==> config.mk <==
export PLATFORM = sky130hd
export DESIGN_NAME = bus_init_responder
export DESIGN_NICKNAME = d
export VERILOG_FILES = /design/src/rtl/bus_init_responder_pkg.sv /design/src/rtl/bir_sync.sv /design/src/rtl/bir_settle.sv /design/src/rtl/bus_init_responder.sv
export SDC_FILE = /design/constraint.sdc
export NUM_CORES = 1
export LEC_CHECK = 0
export ABC_AREA = 0
export BUFFER_PORTS_ARGS = -buffer_cell sky130_fd_sc_hd__buf_4
export CORE_MARGIN = 4
export CORE_UTILIZATION = 53
export CTS_CLUSTER_DIAMETER = 40
export DETAILED_ROUTE_END_ITERATION = 8
export PLACE_DENSITY = 0.91
export SLEW_MARGIN = 25
export SYNTH_ARGS = -nofsm -noshare
export SYNTH_HDL_FRONTEND = slang
export SYNTH_SLANG_ARGS = --single-unit
==> constraint.sdc <==
create_clock -name clk -period 2.73 [get_ports clk]
set_clock_uncertainty 0.15 [all_clocks]
set_input_delay 0.819 -clock clk [delete_from_list [all_inputs] [get_ports clk]]
set_output_delay 0.819 -clock clk [all_outputs]
set_load 0.02 [all_outputs]
==> src/rtl/bus_init_responder_pkg.sv <==
package bus_init_responder_pkg;
  typedef enum logic [1:0] {
    ST_IDLE   = 2'd0,
    ST_TXWAIT = 2'd1,
    ST_SETTLE = 2'd2,
    ST_ACK    = 2'd3
  } hs_state_e;

  function automatic logic odd_par(input logic [7:0] b);
    return ~(^b);
  endfunction
endpackage

==> src/rtl/bir_sync.sv <==
module bir_sync #(
  parameter int          W       = 1,
  parameter logic [W-1:0] RST_VAL = '0
) (
  input  logic         clk,
  input  logic         rst_n,
  input  logic [W-1:0] d,
  output logic [W-1:0] q
);
  logic [W-1:0] meta_q;
  logic [W-1:0] sync_q;

  for (genvar i = 0; i < W; i++) begin : g_bit
    always_ff @(posedge clk or negedge rst_n) begin
      if (!rst_n) begin
        meta_q[i] <= RST_VAL[i];
        sync_q[i] <= RST_VAL[i];
      end else begin
        meta_q[i] <= d[i];
        sync_q[i] <= meta_q[i];
      end
    end
  end

  assign q = sync_q;
endmodule

==> src/rtl/bir_settle.sv <==
module bir_settle #(
  parameter int CYC = 6
) (
  input  logic clk,
  input  logic rst_n,
  input  logic start,
  input  logic run,
  output logic done
);
  localparam int CW = (CYC < 2) ? 1 : $clog2(CYC);
  localparam logic [CW-1:0] LAST = CW'(CYC - 1);

  logic [CW-1:0] cnt_q, cnt_d;
  logic          cnt_en;

  always_comb begin
    cnt_en = start | (run & ~done);
    cnt_d  = start ? '0 : cnt_q + 1'b1;
  end

  always_ff @(posedge clk or negedge rst_n) begin
    if (!rst_n)      cnt_q <= '0;
    else if (cnt_en) cnt_q <= cnt_d;
  end

  assign done = run & (cnt_q == LAST);

  p_cnt_bound_r5: assert property (@(posedge clk) disable iff (!rst_n)
    cnt_q <= LAST);
endmodule

==> src/rtl/bus_init_responder.sv <==
module bus_init_responder
  import bus_init_responder_pkg::*;
#(
  parameter int DW            = 8,
  parameter int CLK_PERIOD_PS = 10000,
  parameter int SETTLE_PS     = 55000
) (
  input  logic          clk,
  input  logic          rst_n,
  input  logic          bus_req_i,
  input  logic          bus_io_i,
  input  logic [DW-1:0] bus_d_i,
  input  logic          bus_p_i,
  output logic [DW-1:0] bus_d_o,
  output logic          bus_p_o,
  output logic          bus_oe_o,
  output logic          bus_ack_o,
  output logic          rx_valid_o,
  output logic [DW-1:0] rx_data_o,
  input  logic          rx_ready_i,
  input  logic          tx_valid_i,
  input  logic [DW-1:0] tx_data_i,
  output logic          tx_ready_o,
  output logic          par_err_o
);
  localparam int SETTLE_RAW = (SETTLE_PS + CLK_PERIOD_PS - 1) / CLK_PERIOD_PS;
  localparam int SETTLE_CYC = (SETTLE_RAW < 1) ? 1 : SETTLE_RAW;

  // synchronized request and direction; direction resets to "target sends"
  logic [1:0] raw_ctl, sync_ctl;
  logic       req_s, io_s;

  assign raw_ctl = {bus_io_i, bus_req_i};

  bir_sync #(.W(2), .RST_VAL(2'b10)) u_sync (
    .clk   (clk),
    .rst_n (rst_n),
    .d     (raw_ctl),
    .q     (sync_ctl)
  );
  assign req_s = sync_ctl[0];
  assign io_s  = sync_ctl[1];

  // settle timer
  logic tmr_start, tmr_run, tmr_done;

  bir_settle #(.CYC(SETTLE_CYC)) u_settle (
    .clk   (clk),
    .rst_n (rst_n),
    .start (tmr_start),
    .run   (tmr_run),
    .done  (tmr_done)
  );

  // state
  hs_state_e     state_q, state_d;
  logic          ack_q, ack_d;
  logic [DW-1:0] dout_q;
  logic          dout_ld;
  logic [DW-1:0] rxd_q;
  logic          rxv_q, rxv_d;
  logic          rx_ld;
  logic          perr_q, perr_d;
  logic          rx_room;
  logic          rx_bad;

  assign rx_room = ~rxv_q | rx_ready_i;
  assign rx_bad  = ~(^{bus_d_i, bus_p_i});

  always_comb begin
    state_d    = state_q;
    ack_d      = ack_q;
    dout_ld    = 1'b0;
    rx_ld      = 1'b0;
    tmr_start  = 1'b0;
    tmr_run    = 1'b0;
    tx_ready_o = 1'b0;
    unique case (state_q)
      ST_IDLE: begin
        if (req_s) begin
          if (io_s) begin
            if (rx_room) begin
              rx_ld   = 1'b1;
              ack_d   = 1'b1;
              state_d = ST_ACK;
            end
          end else begin
            state_d = ST_TXWAIT;
          end
        end
      end
      ST_TXWAIT: begin
        tx_ready_o = 1'b1;
        if (tx_valid_i) begin
          dout_ld   = 1'b1;
          tmr_start = 1'b1;
          state_d   = ST_SETTLE;
        end
      end
      ST_SETTLE: begin
        tmr_run = 1'b1;
        if (tmr_done) begin
          ack_d   = 1'b1;
          state_d = ST_ACK;
        end
      end
      ST_ACK: begin
        if (!req_s) begin
          ack_d   = 1'b0;
          state_d = ST_IDLE;
        end
      end
      default: state_d = ST_IDLE;
    endcase
  end

  always_comb begin
    rxv_d  = rx_ld | (rxv_q & ~rx_ready_i);
    perr_d = perr_q | (rx_ld & rx_bad);
  end

  always_ff @(posedge clk or negedge rst_n) begin
    if (!rst_n) begin
      state_q <= ST_IDLE;
      ack_q   <= 1'b0;
      rxv_q   <= 1'b0;
      perr_q  <= 1'b0;
    end else begin
      state_q <= state_d;
      ack_q   <= ack_d;
      rxv_q   <= rxv_d;
      perr_q  <= perr_d;
    end
  end

  always_ff @(posedge clk or negedge rst_n) begin
    if (!rst_n)       dout_q <= '0;
    else if (dout_ld) dout_q <= tx_data_i;
  end

  always_ff @(posedge clk or negedge rst_n) begin
    if (!rst_n)     rxd_q <= '0;
    else if (rx_ld) rxd_q <= bus_d_i;
  end

  assign bus_d_o    = dout_q;
  assign bus_p_o    = ~(^dout_q);
  assign bus_oe_o   = ~io_s;
  assign bus_ack_o  = ack_q;
  assign rx_valid_o = rxv_q;
  assign rx_data_o  = rxd_q;
  assign par_err_o  = perr_q;

  // acknowledge only rises while the request is seen high
  p_ack_needs_req_r2: assert property (@(posedge clk) disable iff (!rst_n)
    $rose(ack_q) |-> $past(req_s));

  // acknowledge is held while the request stays high
  p_ack_hold_r3: assert property (@(posedge clk) disable iff (!rst_n)
    (ack_q && req_s) |=> ack_q);

  // acknowledge only drops after the request was seen low
  p_ack_release_r3: assert property (@(posedge clk) disable iff (!rst_n)
    $fell(ack_q) |-> !$past(req_s));

  // outgoing byte does not move while acknowledged
  p_data_stable_r4: assert property (@(posedge clk) disable iff (!rst_n)
    ack_q |-> $stable(dout_q));

  // no acknowledge while waiting for a host byte
  p_no_ack_wait_r6: assert property (@(posedge clk) disable iff (!rst_n)
    (state_q == ST_TXWAIT) |-> !ack_q);

  // held receive byte is kept until taken
  p_rx_hold_r7: assert property (@(posedge clk) disable iff (!rst_n)
    (rxv_q && !rx_ready_i) |=> (rxv_q && $stable(rxd_q)));

  // parity error flag is sticky
  p_err_sticky_r8: assert property (@(posedge clk) disable iff (!rst_n)
    perr_q |=> perr_q);
endmodule

==> results of run 1 <==
how the worst max path moves through the flow:
stage                     slack [ps]  cells after the start      endpoint
after floorplan                  600                      3       bus_p_o
after global placement           590                      4  rx_data_o[2]
after detailed placement         530                      4  rx_data_o[2]
after CTS                        300                      4       bus_p_o
after global routing             200                      4       bus_p_o
final                            330                      4       bus_p_o
logic make-up (layout without fill, tap and decap cells):
| kind of cell | count (synthesis) | in the layout |
|---|---|---|
| AND/OR/NAND/NOR | 12 | 12 |
| adder cells (fa/ha/maj) | 8 | 8 |
| flip-flops | 28 | 28 |
| AO/OA/AOI/OAI | 10 | 10 |
| XOR/XNOR | 15 | 15 |
| multiplexers | 19 | 19 |
| buffers and inverters | 7 | 54 |
layer usage:
layer / wire length (um) / part of all wire [%]
met1: 1030 / 41
met2: 1390 / 55
met3: 101 / 4.0
met4: 18 / 0.71
met5: 0 / 0
placed cells by master (no fill, tap or decap), types with 2 or more instances in the layout:
| master | instances |
|---|---|
| buf_4 | 44 |
| dfrtp_1 | 26 |
| xnor2_1 | 12 |
| mux2_2 | 8 |
| mux2_1 | 8 |
| ha_1 | 8 |
| inv_1 | 5 |
| nand2_1 | 4 |
| nor2_1 | 4 |
| mux2i_1 | 3 |
| clkbuf_4 | 3 |
| xor2_1 | 2 |
| a211o_1 | 2 |
| a21oi_1 | 2 |
| dfstp_2 | 2 |
where the power goes:
part | total [uW] | leakage, uW | internal (uW) | switching [uW]
Sequential | 734 | 0.000330 | 597 | 137
Clock | 172 | 0.0000150 | 57.2 | 115
Combinational | 1280 | 0.000497 | 638 | 646
Total | 2190 | 0.000842 | 1290 | 899
flip-flops by register name, indices dropped and copies added, names as in the netlist:
register	count
bus_ack_o	1
u_sync.meta_q	2
rx_valid_o	1
u_settle.cnt_q	3
u_sync.q	2
bus_d_o	8
par_err_o	1
rx_data_o	8
state_q	2
layout make-up:
class                      instances  area [sq um]
clock buffer                       4          26.3
fill                             166           589
inverter                           6          22.5
multi-input combinational         64           591
sequential                        28           703
tap                               28          35.0
timing repair buffer              44           330
stage by stage:
stage	std cells	hold WS, ps	utilization (%)	total power [uW]
floorplan	99	181	-	1550
global placement	170	185	73.2	1980
detailed placement	170	197	73.2	2040
CTS	174	217	74.3	2220
global route	174	219	74.3	2350
finish	174	215	74.3	2190
==> impl_metrics.ini, run 1 <==
[sta]
finalHoldViolations = 0
worst_slew_pin_slew_ps = 460
slew_headroom_pct = 69.3
fmax_mhz = 416
fin_ws_ps = 325
finalSetupViolations = 0
tns_ps = 0
timing.final.crit_period_ps = 2400
drv_slew = 0
period_share_pct = 88.1
rsz0062_at_grt = false

[clock_network]
htreeDepth = 1
ctsHoldBuffers = 0
cts_made_buffers = 3
clkLatencyLatePin_ps = 320
path_clk_slew_ps = 150
cts_tree = done
cts-root-buf = clkbuf_4
ctsResizeCount = 0
post_cts_buffers = 0
cts.sinks = 28
clk_path_buf_depth = 2

[synth]
synth_flop_cell = dfrtp_1
ys_top_cells_by_count = dfrtp_1, xnor2_1, ha_1, mux2_1, mux2_2
synth_xor_area_share_pct = 11.0
synth_seq_cells = 28
synth_edf_count = 0
synth_fa_ha_area_share_pct = 7.58
ys_types = 26
syn_area_sq_mm = 0.00132
synth_cells = 99
yosys-top-cells-area = dfrtp_1, xnor2_1, ha_1
synth_mux_area_share_pct = 15.9
ys.warnings.count = 0
async_flop_share_pct = 100
synth_compound_area_share_pct = 5.68
synth-simple-area-share_pct = 4.55
yosys.area.top_type_share_pct = 49.2
synth.yosys.seq_area_share_pct = 53.2
synthMostInstantiatedCell = dfrtp_1
synth_top_family_by_area = multiplexers
synth_nets = 130
yosysTopAreaCell = dfrtp_1
synth_area_per_cell_sq_um = 13.3

[critical_path]
critPathBufInv = 1
regToRegSetupSlack_ps = 680
end_kind = output port
path_cells = xnor2_1 -> xnor2_1 -> xnor2_1 -> buf_4
startpoint = bus_d_o[1]
slowest_stage = dfrtp_1
critPathKind = register to output port
r2r_start = state_q[0]
timing.rr.end = state_q[1]
crit_fanout = 3
crit_path_frequent_cell = xnor2_1
cp_slowest_stage_delay_ps = 440
setup.worst_path.start_class = register
cp_data_required_time_ps = 1760
crit_arrival_ps = 1440
critPathTopFamily = XOR/XNOR gates
reg2regPathDepth = 6

[placed_design]
place_area_sq_mm = 0.00168
gp_congestion = 0.727
detailed_place_hpwl_um = 2000
place_ws_ps = 533
portBuffers = 44

[global_route]
grt_pass1_vias = 1027
overflow = 0
met1_usage_pct = 20.1
antenna_found_initial = 0
grt_pass1_wl_um = 4350
grt_max_degree = 29
track_usage_pct = 16.6
grtUsageMet2_pct = 29.4
busiest_layer = met2
grt_use_met3_pct = 2.23

[detailed_routing]
vias = 909
antenna_left = 0
firstDrtPassIters = 4
via_per_inst = 5.22
wl_um = 2540
drtIter0Drc = 15
wl_per_cell_um = 14.6
drc_errors = 0

[hold_path]
hold_end = u_sync.q[1]
hp-class = register to register
hold_depth = 0
hp-start = u_sync.meta_q[1]

[power]
p_per_area_mw_per_mm2 = 1280
ir_worst_vdd_uv = 868
leakagePower_uw = 0.000842

[floorplanning]
rows = 17
design.core.area_sq_mm = 0.00230
die_x_um = 57.9
die_y_um = 57.9
initial_core_util_pct = 57.5
die_area_sq_mm = 0.00336
ios = 45

[status]
status = completed

[layout]
syn2layout_area_growth_pct = 29.3
fin_nets = 178
diodes = 0
drive_gt1_share_pct = 39.7
final_area_sq_mm = 0.00171

[run]
drv_cap = 0
Note: power is estimated with default switching activity, not from simulation.
==> inputs of run 2 (changes only) <==
CORE_UTILIZATION = 55   (was 53)
CTS_BUF_LIST = sky130_fd_sc_hd__clkbuf_2   (was unset)
PLACE_DENSITY = 0.93   (was 0.91)
SETUP_SLACK_MARGIN = 0.15   (was unset)
==> run 2 against run 1 <==
Hold slack got worse by 25 ps. Critical endpoint unchanged. Core utilization grew 1.8 points. Clock power decreased by 13%. Die area fell by 3.1%. Combinational power about the same. Largest cell class unchanged. Wire length decreased by 3.1%. Cell count increased by 0.57%. Sequential share of layout area is 0.21 points lower. Sequential power is essentially flat. Global-route usage down 0.30 points.
==> impl_metrics.ini, run 2 (synthesis results as in run 1) <==
[status]
status = completed

[critical_path]
critPathKind = register to output port
cp_slowest_stage_delay_ps = 450
slowest_stage = dfrtp_1
setup.worst_path.start_class = register
critPathBufInv = 1
crit_path_frequent_cell = xnor2_1
crit_arrival_ps = 1460
crit_fanout = 2
critPathTopFamily = XOR/XNOR gates
cp_data_required_time_ps = 1760
end_kind = output port
path_cells = xnor2_1 -> xnor2_1 -> xnor2_1 -> buf_4

[placed_design]
portBuffers = 44
gp_congestion = 0.788
detailed_place_hpwl_um = 2000

[floorplanning]
ios = 45
initial_core_util_pct = 58.6
die_x_um = 57.0
rows = 17
die_y_um = 57.0
design.core.area_sq_mm = 0.00225
die_area_sq_mm = 0.00325

[global_route]
grt_max_degree = 29
antenna_found_initial = 0
track_usage_pct = 16.3
grt_pass1_vias = 976
overflow = 0
grt_pass1_wl_um = 4160

[power]
p_int_uw = 1290
p_per_area_mw_per_mm2 = 1270
swShare_pct = 41.1
seq_power_share_pct = 33.5
switchingPower_uw = 896
leakagePower_uw = 0.000854
comb_power_share_pct = 59.6
ir_worst_vdd_uv = 1120
p_clk_share_pct = 6.9

[sta]
tns_ps = 0
fmax_mhz = 412
hold_ws_ps = 190
rsz0062_at_grt = false
finalHoldViolations = 0
drv_slew = 0
slew_headroom_pct = 71.0
timing.final.crit_period_ps = 2430
period_share_pct = 88.9
finalSetupViolations = 0
worst_slew_pin_slew_ps = 435

[clock_network]
clkLatencyLatePin_ps = 330
path_clk_slew_ps = 240
htreeDepth = 1
cts.sinks = 28
cts_tree = done
cts-root-buf = clkbuf_2
ctsHoldBuffers = 0
clk_path_buf_depth = 2
cts_made_buffers = 3

[layout]
fin_nets = 179
syn2layout_area_growth_pct = 29.9
mostFrequentLayoutCell = buf_4
layout_common_cells = buf_4, dfrtp_1, xnor2_1
utilization_pct = 76.1
drive_gt1_share_pct = 41.5
diodes = 0

[detailed_routing]
firstDrtPassIters = 4
wl_per_cell_um = 14.1
antenna_left = 0
wl_um = 2460
via_per_inst = 5.13
drtIter0Drc = 3
vias = 898
drc_errors = 0

[hold_path]
hp-class = primary input to asynchronous set/reset pin

[run]
drv_cap = 0
## run 2: cell types whose count changed in the layout (fill, tap and decap cells not counted), sizes merged
cell,delta
buf,+1
## run 2: path summary, 6_finish.rpt
path / startpoint / endpoint / slack [ps] / cells after the start
min in group clk: u_sync.meta_q[1] / u_sync.q[1] / 220 / 0
worst min-delay path: rst_n / bus_d_o[7] / 190 / 1
worst max-delay path: bus_d_o[5] / bus_p_o / 300 / 4
worst max register to register: state_q[0] / state_q[0] / 650 / 6
worst min register to register: u_sync.meta_q[1] / u_sync.q[1] / 220 / 0
max in group asynchronous: rst_n / u_sync.q[1] / 1940 / 1
## run 2: metal layers
metal | vias up | wire [um] | GRT usage (%)
li1 | 436 | - | -
met3 | 4 | 88 | 2.04
met4 | 0 | 32 | 6.62
met2 | 20 | 1360 | 29.9
met1 | 438 | 980 | 19.2
met5 | - | 0 | 0
## run 2: area by class of cell
class / count / area, sq um
well taps: 28 / 35.0
repair buffers: 45 / 338
fillers: 150 / 538
inverters: 6 / 22.5
flip-flops and latches: 28 / 703
clock buffers: 4 / 20.0
multi-input cells: 64 / 598
## run 2: power groups by stage
| stage | combinational, uW | sequential [uW] | clock [uW] |
|---|---|---|---|
| floorplan | 661 | 891 | 0 |
| global placement | 1250 | 727 | 0 |
| detailed placement | 1290 | 740 | 0 |
| CTS | 1300 | 729 | 159 |
| global route | 1410 | 759 | 176 |
| finish | 1300 | 732 | 150 |
## run 2: stage by stage
step | power, uW | instances | instance area, sq um | setup slack (ps)
floorplan | 1550 | 99 | 1320 | 600
global placement | 1980 | 170 | 1680 | 575
detailed placement | 2030 | 170 | 1680 | 504
CTS | 2180 | 174 | 1700 | 224
global route | 2350 | 175 | 1720 | 155
finish | 2180 | 175 | 1720 | 304
## run 2: timing repair
item / CTS / global route
resized for setup: 0 / 1
endpoints found under the setup margin: 0 / 1
setup buffers: 0 / 1
hold endpoints to repair: 0 / 0
